===== config.mk =====
export PLATFORM = sky130hd
export DESIGN_NAME = burst_seq
export DESIGN_NICKNAME = d
export VERILOG_FILES = /design/src/rtl/burst_seq_pkg.sv /design/src/rtl/burst_seq_ctrl.sv /design/src/rtl/burst_seq_dp.sv /design/src/rtl/burst_seq.sv
export SDC_FILE = /design/constraint.sdc
export NUM_CORES = 1
export LEC_CHECK = 0
export ABC_AREA = 1
export BUFFER_PORTS_ARGS = -buffer_cell sky130_fd_sc_hd__buf_2
export CAP_MARGIN = 25
export CORE_AREA = 5 5 78 80
export CTS_BUF_LIST = sky130_fd_sc_hd__clkbuf_4 sky130_fd_sc_hd__clkbuf_8
export CTS_CLUSTER_DIAMETER = 200
export DETAILED_ROUTE_END_ITERATION = 6
export DIE_AREA = 0 0 83 85
export GPL_TIMING_DRIVEN = 0
export SLEW_MARGIN = 30
export SYNTH_ARGS = -nofsm -noshare
export SYNTH_HDL_FRONTEND = slang
export SYNTH_SLANG_ARGS = --single-unit

===== constraint.sdc =====
create_clock -name clk -period 2.4 [get_ports clk]
set_clock_uncertainty 0.2 [all_clocks]
set_input_delay 0.36 -clock clk [delete_from_list [all_inputs] [get_ports clk]]
set_output_delay 0.36 -clock clk [all_outputs]
set_load 0.05 [all_outputs]

===== src/rtl/burst_seq_pkg.sv =====
package burst_seq_pkg;

  // burst length codes as held in the mode register
  typedef enum logic [2:0] {
    LEN_ONE   = 3'b000,
    LEN_TWO   = 3'b001,
    LEN_FOUR  = 3'b010,
    LEN_EIGHT = 3'b011,
    LEN_PAGE  = 3'b111
  } burstLen_e;

  // control -> datapath strobes
  typedef struct packed {
    logic      capture;
    logic      advance;
    burstLen_e lenSel;
    logic      interleave;
  } seqStrobe_t;

endpackage


===== src/rtl/burst_seq_ctrl.sv =====
module burst_seq_ctrl
  import burst_seq_pkg::*;
#(
  parameter int MODE_W = 14,
  parameter int CNT_W  = 4
) (
  input  logic              clk,
  input  logic              rstN,
  input  logic              modeLoad,
  input  logic [MODE_W-1:0] modeWord,
  input  logic              start,
  input  logic              isWrite,
  input  logic              terminate,
  output logic [2:0]        cfgLen,
  output logic              cfgInterleave,
  output logic [1:0]        cfgLatency,
  output logic              cfgSingleWrite,
  output logic              modeErr,
  output logic              colValid,
  output logic              lastBeat,
  output seqStrobe_t        strb
);

  localparam int TYPE_BIT = 3;
  localparam int LAT_LSB  = 4;
  localparam int WB_BIT   = 9;

  logic [2:0] wLen, wLat;
  logic       wIlv, wSw, baseSel, lenOk, typeOk, latOk, loadOk;
  logic       unusedBits;

  burstLen_e  lenReg, effLen;
  logic       ilvReg, swReg, errReg;
  logic [1:0] latReg;

  logic             active, fullPage, startOk, singleBeat, finalBeat;
  logic [CNT_W-1:0] beatCnt, beatTotal, totalNext;

  // mode word decode
  always_comb begin
    wLen    = modeWord[2:0];
    wIlv    = modeWord[TYPE_BIT];
    wLat    = modeWord[LAT_LSB +: 3];
    wSw     = modeWord[WB_BIT];
    baseSel = (modeWord[MODE_W-1 -: 2] == 2'b00);
    lenOk   = (wLen inside {3'b000, 3'b001, 3'b010, 3'b011, 3'b111});
    typeOk  = !wIlv || (wLen inside {3'b000, 3'b010, 3'b011});
    latOk   = (wLat == 3'b010) || (wLat == 3'b011);
    loadOk  = lenOk && typeOk && latOk;
  end

  assign unusedBits = ^{modeWord[8:7], modeWord[MODE_W-3:10]};

  // burst shape for a new start
  always_comb begin
    singleBeat = (isWrite && swReg) || (lenReg == LEN_ONE);
    effLen     = singleBeat ? LEN_ONE : lenReg;
    case (effLen)
      LEN_TWO:   totalNext = CNT_W'(2);
      LEN_FOUR:  totalNext = CNT_W'(4);
      LEN_EIGHT: totalNext = CNT_W'(8);
      default:   totalNext = CNT_W'(1);
    endcase
  end

  assign startOk   = start && (!active || terminate);
  assign finalBeat = active && !fullPage && (beatCnt == beatTotal - CNT_W'(1));

  always_ff @(posedge clk) begin
    if (!rstN) begin
      lenReg    <= LEN_ONE;
      ilvReg    <= 1'b0;
      latReg    <= 2'd2;
      swReg     <= 1'b0;
      errReg    <= 1'b0;
      active    <= 1'b0;
      fullPage  <= 1'b0;
      beatCnt   <= '0;
      beatTotal <= CNT_W'(1);
    end else begin
      if (modeLoad && baseSel) begin
        if (loadOk) begin
          lenReg <= burstLen_e'(wLen);
          ilvReg <= wIlv;
          latReg <= wLat[1:0];
          swReg  <= wSw;
          errReg <= 1'b0;
        end else begin
          errReg <= 1'b1;
        end
      end
      if (startOk) begin
        active    <= 1'b1;
        beatCnt   <= '0;
        beatTotal <= totalNext;
        fullPage  <= (effLen == LEN_PAGE);
      end else if (active) begin
        if (terminate || finalBeat) active <= 1'b0;
        else if (!fullPage) beatCnt <= beatCnt + CNT_W'(1);
      end
    end
  end

  assign cfgLen         = lenReg;
  assign cfgInterleave  = ilvReg;
  assign cfgLatency     = latReg;
  assign cfgSingleWrite = swReg;
  assign modeErr        = errReg;
  assign colValid       = active;
  assign lastBeat       = finalBeat;

  always_comb begin
    strb.capture    = startOk;
    strb.advance    = active && !terminate && !finalBeat && !startOk;
    strb.lenSel     = effLen;
    strb.interleave = ilvReg;
  end


  reserved_load_chk: assert property (@(posedge clk) disable iff (!rstN)
    (modeLoad && baseSel && !loadOk) |=> (modeErr && $stable(cfgLen) &&
      $stable(cfgInterleave) && $stable(cfgLatency) && $stable(cfgSingleWrite)));


  bank_skip_chk: assert property (@(posedge clk) disable iff (!rstN)
    (modeLoad && !baseSel) |=> ($stable(modeErr) && $stable(cfgLen) &&
      $stable(cfgInterleave) && $stable(cfgLatency) && $stable(cfgSingleWrite)));


  last_valid_chk: assert property (@(posedge clk) disable iff (!rstN)
    lastBeat |-> colValid);


  last_end_chk: assert property (@(posedge clk) disable iff (!rstN)
    (lastBeat && !start) |=> !colValid);


  busy_hold_chk: assert property (@(posedge clk) disable iff (!rstN)
    (colValid && !lastBeat && !terminate) |=> colValid);

endmodule


===== src/rtl/burst_seq_dp.sv =====
module burst_seq_dp
  import burst_seq_pkg::*;
#(
  parameter int COL_W = 8
) (
  input  logic             clk,
  input  logic             rstN,
  input  seqStrobe_t       strb,
  input  logic [COL_W-1:0] startCol,
  output logic [COL_W-1:0] colAddr
);

  logic [COL_W-1:0] baseCol, beatIdx, wrapMask, offset;
  burstLen_e        lenSel;
  logic             ilv;

  always_comb begin
    case (lenSel)
      LEN_TWO:   wrapMask = COL_W'(1);
      LEN_FOUR:  wrapMask = COL_W'(3);
      LEN_EIGHT: wrapMask = COL_W'(7);
      LEN_PAGE:  wrapMask = '1;
      default:   wrapMask = '0;
    endcase
    offset  = ilv ? (baseCol ^ beatIdx) : (baseCol + beatIdx);
    colAddr = (baseCol & ~wrapMask) | (offset & wrapMask);
  end

  always_ff @(posedge clk) begin
    if (!rstN) begin
      baseCol <= '0;
      beatIdx <= '0;
      lenSel  <= LEN_ONE;
      ilv     <= 1'b0;
    end else if (strb.capture) begin
      baseCol <= startCol;
      beatIdx <= '0;
      lenSel  <= strb.lenSel;
      ilv     <= strb.interleave;
    end else if (strb.advance) begin
      beatIdx <= beatIdx + COL_W'(1);
    end
  end


  block_stay_chk: assert property (@(posedge clk) disable iff (!rstN)
    strb.advance |=> ((colAddr & ~wrapMask) == $past(colAddr & ~wrapMask)));


  page_step_chk: assert property (@(posedge clk) disable iff (!rstN)
    (strb.advance && lenSel == LEN_PAGE && !ilv) |=>
      (colAddr == COL_W'($past(colAddr) + COL_W'(1))));


  single_col_chk: assert property (@(posedge clk) disable iff (!rstN)
    (strb.capture && strb.lenSel == LEN_ONE) |=> (colAddr == $past(startCol)));

endmodule


===== src/rtl/burst_seq.sv =====
module burst_seq
  import burst_seq_pkg::*;
#(
  parameter int COL_W  = 8,
  parameter int MODE_W = 14,
  parameter int CNT_W  = 4
) (
  input  logic              clk,
  input  logic              rstN,
  input  logic              modeLoad,
  input  logic [MODE_W-1:0] modeWord,
  input  logic              start,
  input  logic [COL_W-1:0]  startCol,
  input  logic              isWrite,
  input  logic              terminate,
  output logic [2:0]        cfgLen,
  output logic              cfgInterleave,
  output logic [1:0]        cfgLatency,
  output logic              cfgSingleWrite,
  output logic              modeErr,
  output logic              colValid,
  output logic [COL_W-1:0]  colAddr,
  output logic              lastBeat
);

  seqStrobe_t strb;

  burst_seq_ctrl #(.MODE_W(MODE_W), .CNT_W(CNT_W)) u_ctrl (
    .clk(clk), .rstN(rstN), .modeLoad(modeLoad), .modeWord(modeWord),
    .start(start), .isWrite(isWrite), .terminate(terminate),
    .cfgLen(cfgLen), .cfgInterleave(cfgInterleave), .cfgLatency(cfgLatency),
    .cfgSingleWrite(cfgSingleWrite), .modeErr(modeErr),
    .colValid(colValid), .lastBeat(lastBeat), .strb(strb)
  );

  burst_seq_dp #(.COL_W(COL_W)) u_dp (
    .clk(clk), .rstN(rstN), .strb(strb), .startCol(startCol), .colAddr(colAddr)
  );

endmodule


## Word level (Yosys, flattened, before mapping)

Cells that the tools add are included.

| word-level totals | value |
|---|---|
| register bits after elaboration | 38 |
| bits of input ports | 28 |
| output and inout port bits | 18 |
| logic and storage cells | 77 |

| cells by class | value |
|---|---|
| add/sub/neg operators | 4 |
| equality and inequality tests | 15 |
| muxes and demuxes | 8 |
| bitwise logic cells | 8 |
| reductions and logical operators | 29 |

Operator list:

| cell | count |
|---|---|
| $pmux W8 S4 | 1 |
| $eq A3 B2 Y1 const B | 8 |
| $and A8 B8 Y8 | 2 |
| $pmux W4 S3 | 1 |
| $logic_and A1 B1 Y1 | 10 |
| $eq A3 B1 Y1 const B | 3 |
| $eq A3 B3 Y1 const B | 3 |
| $add A8 B1 Y8 const B | 1 |
| $add A8 B8 Y8 | 1 |
| $mux W8 | 1 |
| $not A8 Y8 | 1 |
| $or A8 B8 Y8 | 1 |
| $xor A8 B8 Y8 | 1 |
| $logic_not A1 Y1 | 6 |
| $logic_not A3 Y1 | 2 |
| $logic_or A1 B1 Y1 | 5 |
| $reduce_bool A5 Y1 | 1 |
| $add A4 B1 Y4 const B | 1 |
| $eq A4 B4 Y1 | 1 |
| $mux W1 | 4 |
| $sub A4 B1 Y4 const B | 1 |
| $mux W3 | 1 |
| $not A1 Y1 | 3 |
| $reduce_and A3 Y1 | 1 |
| 4 further kinds | 4 |

## Logic depth before layout (Yosys ltp)

| logic depth | value |
|---|---|
| depth in word-level cells | 7 |
| mapped depth | 13 |
| mapped depth without buffers | 13 |

## By module

A second synthesis with hierarchy kept.

| unflattened totals | value |
|---|---|
| cells, all modules | 319 |
| area, all modules | 2143.3 µm² |

Modules (own cells, without submodules):

| module | instances | cells each | area each (µm²) | seq. area each (µm²) |
|---|---|---|---|---|
| burst_seq_dp | 1 | 180 | 1202.4 | 400.4 |
| burst_seq_ctrl | 1 | 139 | 940.9 | 360.3 |

## Worst setup path after synthesis

No wires, ideal clock.

| path | value |
|---|---|
| path type | register to output |
| start | register u_dp.beatIdx[0] |
| end | output port colAddr[4] |
| data arrival time | 2.418 ns |
| data required time | 1.840 ns |
| setup slack | -0.578 ns |
| stages on the path, launching flop included | 9 |
| path buffers | 0 |
| path through | dfxtp_1 -> ha_1 -> inv_1 -> fa_1 -> inv_1 -> nand3_1 -> a21oi_1 -> xnor2_1 -> o21ai_0 |

| between the ends | value |
|---|---|
| word-level cells in the longest chain between the ends | 4 |

Ends and longest elaborated chain:

| what | line | source |
|---|---|---|
| start: declaration | burst_seq_dp.sv:13 | `logic [COL_W-1:0] baseCol, beatIdx, wrapMask, offset;` |
| start signal: assignment | burst_seq_dp.sv:41 | `beatIdx <= beatIdx + COL_W'(1);` |
| $add A8 B8 Y8 | burst_seq_dp.sv:25 | `offset = ilv ? (baseCol ^ beatIdx) : (baseCol + beatIdx);` |
| $mux W8 | burst_seq_dp.sv:25 |  |
| $and A8 B8 Y8 | burst_seq_dp.sv:26 | `colAddr = (baseCol & ~wrapMask) \| (offset & wrapMask);` |
| $or A8 B8 Y8 | burst_seq_dp.sv:26 |  |
| end: declaration | burst_seq.sv:22 | `output logic [COL_W-1:0] colAddr,` |

No other way between the ends.

## Final worst setup path

| path | value |
|---|---|
| start | register u_dp.beatIdx[0] |
| end | output port colAddr[6] |

Same word-level chain as after synthesis.

==> flow_summary.yaml <==
route:
  dr.pass1.iters: 4
  vias_per_cell: 4.87
  drtAntennaViolNets: 0
  wirelength_mm: 5.33
  wire_per_inst_um: 12.3
  drc: 0
  num_vias: 2118
  first_iter_violations: 111
power_and_ir_drop:
  seqPwrFrac_pct: 47.7
  clkPwrFrac_pct: 34.5
  ir_worst_vdd_v: 0.000277
  internal-power_uw: 980
  power_mw: 1.38
  power_density_nw_per_um2: 492
  combPwrFrac_pct: 17.8
  p_leak_nw: 1.22
  swShare_pct: 29.2
  netSwitchingPower_uw: 404
synth:
  syn_avg_cell_area_um2: 7.13
  yosys.area.top_type: "dfxtp_1"
  async_reset_ff_share_pct: 0
  synthDistinctLibCells: 36
  synth_seq_cells: 38
  synth-edff-count: 0
  synth_nets: 348
  syn_area_um2: 2200
  synth_cells: 309
  yosysWarningCount: 0
  synthFlopType: "dfxtp_1"
  netlist_top_cells_area: "dfxtp_1 35%, nand2_1 13%, inv_1 6.0%, ha_1 5.7%, a21oi_1 4.8%"
  synth_top_area_share_pct: 34.5
  ys_seq_area_share_pct: 34.5
cells_and_area:
  drive_gt1_share_pct: 30.3
  nets: 401
  final_common_cell: "nand2_1"
  layout_common_cells: "76 x nand2_1, 36 x buf_2, 32 x inv_1"
  syn2layout_area_growth_pct: 27.8
  post-route-util_pct: 52.7
  multi_input_area_um2: 1370
  regArea_um2: 782
  nFillCells: 540
  antenna_cells: 0
  design_area_um2: 2820
sta:
  setup_ws_ns: -0.147
  grt_setup_unrepaired: "yes"
  final_hold_viol_count: 0
  setup_viol: 3
  fin_crit_sh_pct: 106
  finalMaxSlewViolations: 0
  worst_pin_slew_ns: 0.340
  max_freq_mhz: 393
  slew_headroom_pct: 77.3
  fin_crit_ns: 2.55
critical_path:
  worstPathRequired_ns: 1.84
  cp_max_fo: 2
  crit_type: "reg2out"
  endpoint_kind: "output pin"
  worstPathArrival_ns: 1.99
  setup.worst_path.start_class: "flip-flop"
cts:
  cts_tree: "done"
  cts_max_path_buffers: 2
  insertion_delay_ns: 0.30
  clkSinkCount: 38
  cts_root_buf: "clkbuf_8"
  cts_hold_buf: 0
  htreeDepth: 2
  cts_buffers: 5
  clkSlewWorstSetupHoldPaths_ns: 0.08
placed_design:
  place.gp.congestion: 0.816
  dpl_cell_area_um2: 2510
  dp_hpwl_mm: 3.86
  io_buffer_count: 41
run:
  maxCapViolations: 0
global_routing:
  track_usage_pct: 15.6
  grt_pass1_vias: 2030
  grt_max_degree: 12
  grt_pass1_wl_mm: 9.10
  overflow: 0
  grt_antenna_before_repair: 0
die:
  start_util_pct: 41.3
  placementRows: 27
  die_y_um: 85
  die_x_um: 83
  ios: 46
  dieArea_um2: 7060
  core-area_um2: 5340
outcome:
  violations: "setup timing"
  outcome: "complete, but fails checks"
hold_path:
  hold_class: "in2reg"
[state kept, by name (all words and copies together) (netlist names), 2 cells and up]
register	count
u_dp.beatIdx	8
u_ctrl.cfgLen	3
u_ctrl.cfgLatency	2
u_ctrl.beatTotal	4
u_ctrl.beatCnt	4
u_dp.lenSel	3
u_dp.baseCol	8
[stage by stage]
step | TNS (ns) | worst slack [ns] | instances | hold slack [ns]
floorplan | -0.202 | -0.202 | 309 | 0.253
global placement | -0.131 | -0.0904 | 422 | 0.227
detailed placement | -0.110 | -0.0920 | 422 | 0.222
CTS | -0.277 | -0.154 | 432 | 0.0609
global route | -0.863 | -0.270 | 435 | 0.0716
finish | -0.286 | -0.147 | 435 | 0.0640
[cell families after synthesis]
logic type	synth area share, %
xor gates and xnor gates	4.77
AOI/OAI and AO/OA	15.4
buffers and inverters	8.69
adders and majority gates	6.59
DFF	34.5
and+or+nand+nor	30.0
[repair_timing]
item                                    CTS  global route
resized for setup                        35            16
endpoints found under the hold margin     0             0
pin swaps                                 6             7
endpoints found under the setup margin    8             8
setup buffers                             2             3
[Yosys cell counts (2+ instances only)]
library cell,n
nand2_1,76
dfxtp_1,38
inv_1,35
nor2_1,25
a21oi_1,21
nand3_1,20
o21ai_0,17
ha_1,10
xor2_1,7
inv_2,6
nand4_1,6
o21ai_1,5
xnor2_1,5
a22o_1,4
o22ai_1,4
buf_2,3
nor2_2,3
o211ai_1,3
nand2_2,2
nand3_2,2
nor3_1,2
[final timing paths]
kind	to	start	slack [ns]	depth (start not counted)
worst min-delay path	u_dp.baseCol[6]$_SDFFE_PN0P_	startCol[6]	0.06	3
worst max register to register	u_dp.beatIdx[0]$_SDFFE_PP0P_	u_ctrl.beatTotal[0]$_SDFFE_PN1P_	0.72	10
worst max-delay path	colAddr[6]	u_dp.beatIdx[0]$_SDFFE_PP0P_	-0.15	11
worst min register to register	u_ctrl.cfgLatency[1]$_SDFFE_PN1P_	u_ctrl.cfgLatency[1]$_SDFFE_PN1P_	0.25	1
[worst max-delay path, stage by stage, from the launching register on]
cell      delay (ns)
dfxtp_4         0.37
ha_4            0.14
inv_2           0.04
fa_2            0.34
inv_2           0.08
nand4_1         0.09
o211ai_1        0.13
nand2_1         0.09
nand2_1         0.09
nand3_2         0.07
o21ai_2         0.08
buf_6           0.18
[routing by layer]
metal / track usage (%) / vias up / routed length, µm
li1: - / 1121 / -
met1: 19.7 / 950 / 2520
met2: 26.5 / 40 / 2480
met3: 4.27 / 7 / 255
met4: 4.01 / 0 / 77
met5: 0 / - / 0
[power by group through the flow]
stage	combinational, mW	sequential, mW	clock [mW]
global placement	0.221	0.674	0
CTS	0.238	0.660	0.487
floorplan	0.150	0.682	0
detailed placement	0.222	0.674	0
global route	0.271	0.663	0.525
finish	0.246	0.660	0.478
[layout make-up]
type	instances	share of cell area, %
Buffer	5	1.20
Clock buffer	7	3.20
Clock inverter	1	0.178
Inverter	42	5.69
Multi-Input combinational cell	224	48.8
Sequential cell	38	27.8
Tap cell	72	3.20
Timing Repair Buffer	46	10.0
Note: power is estimated with default switching activity, not from simulation.
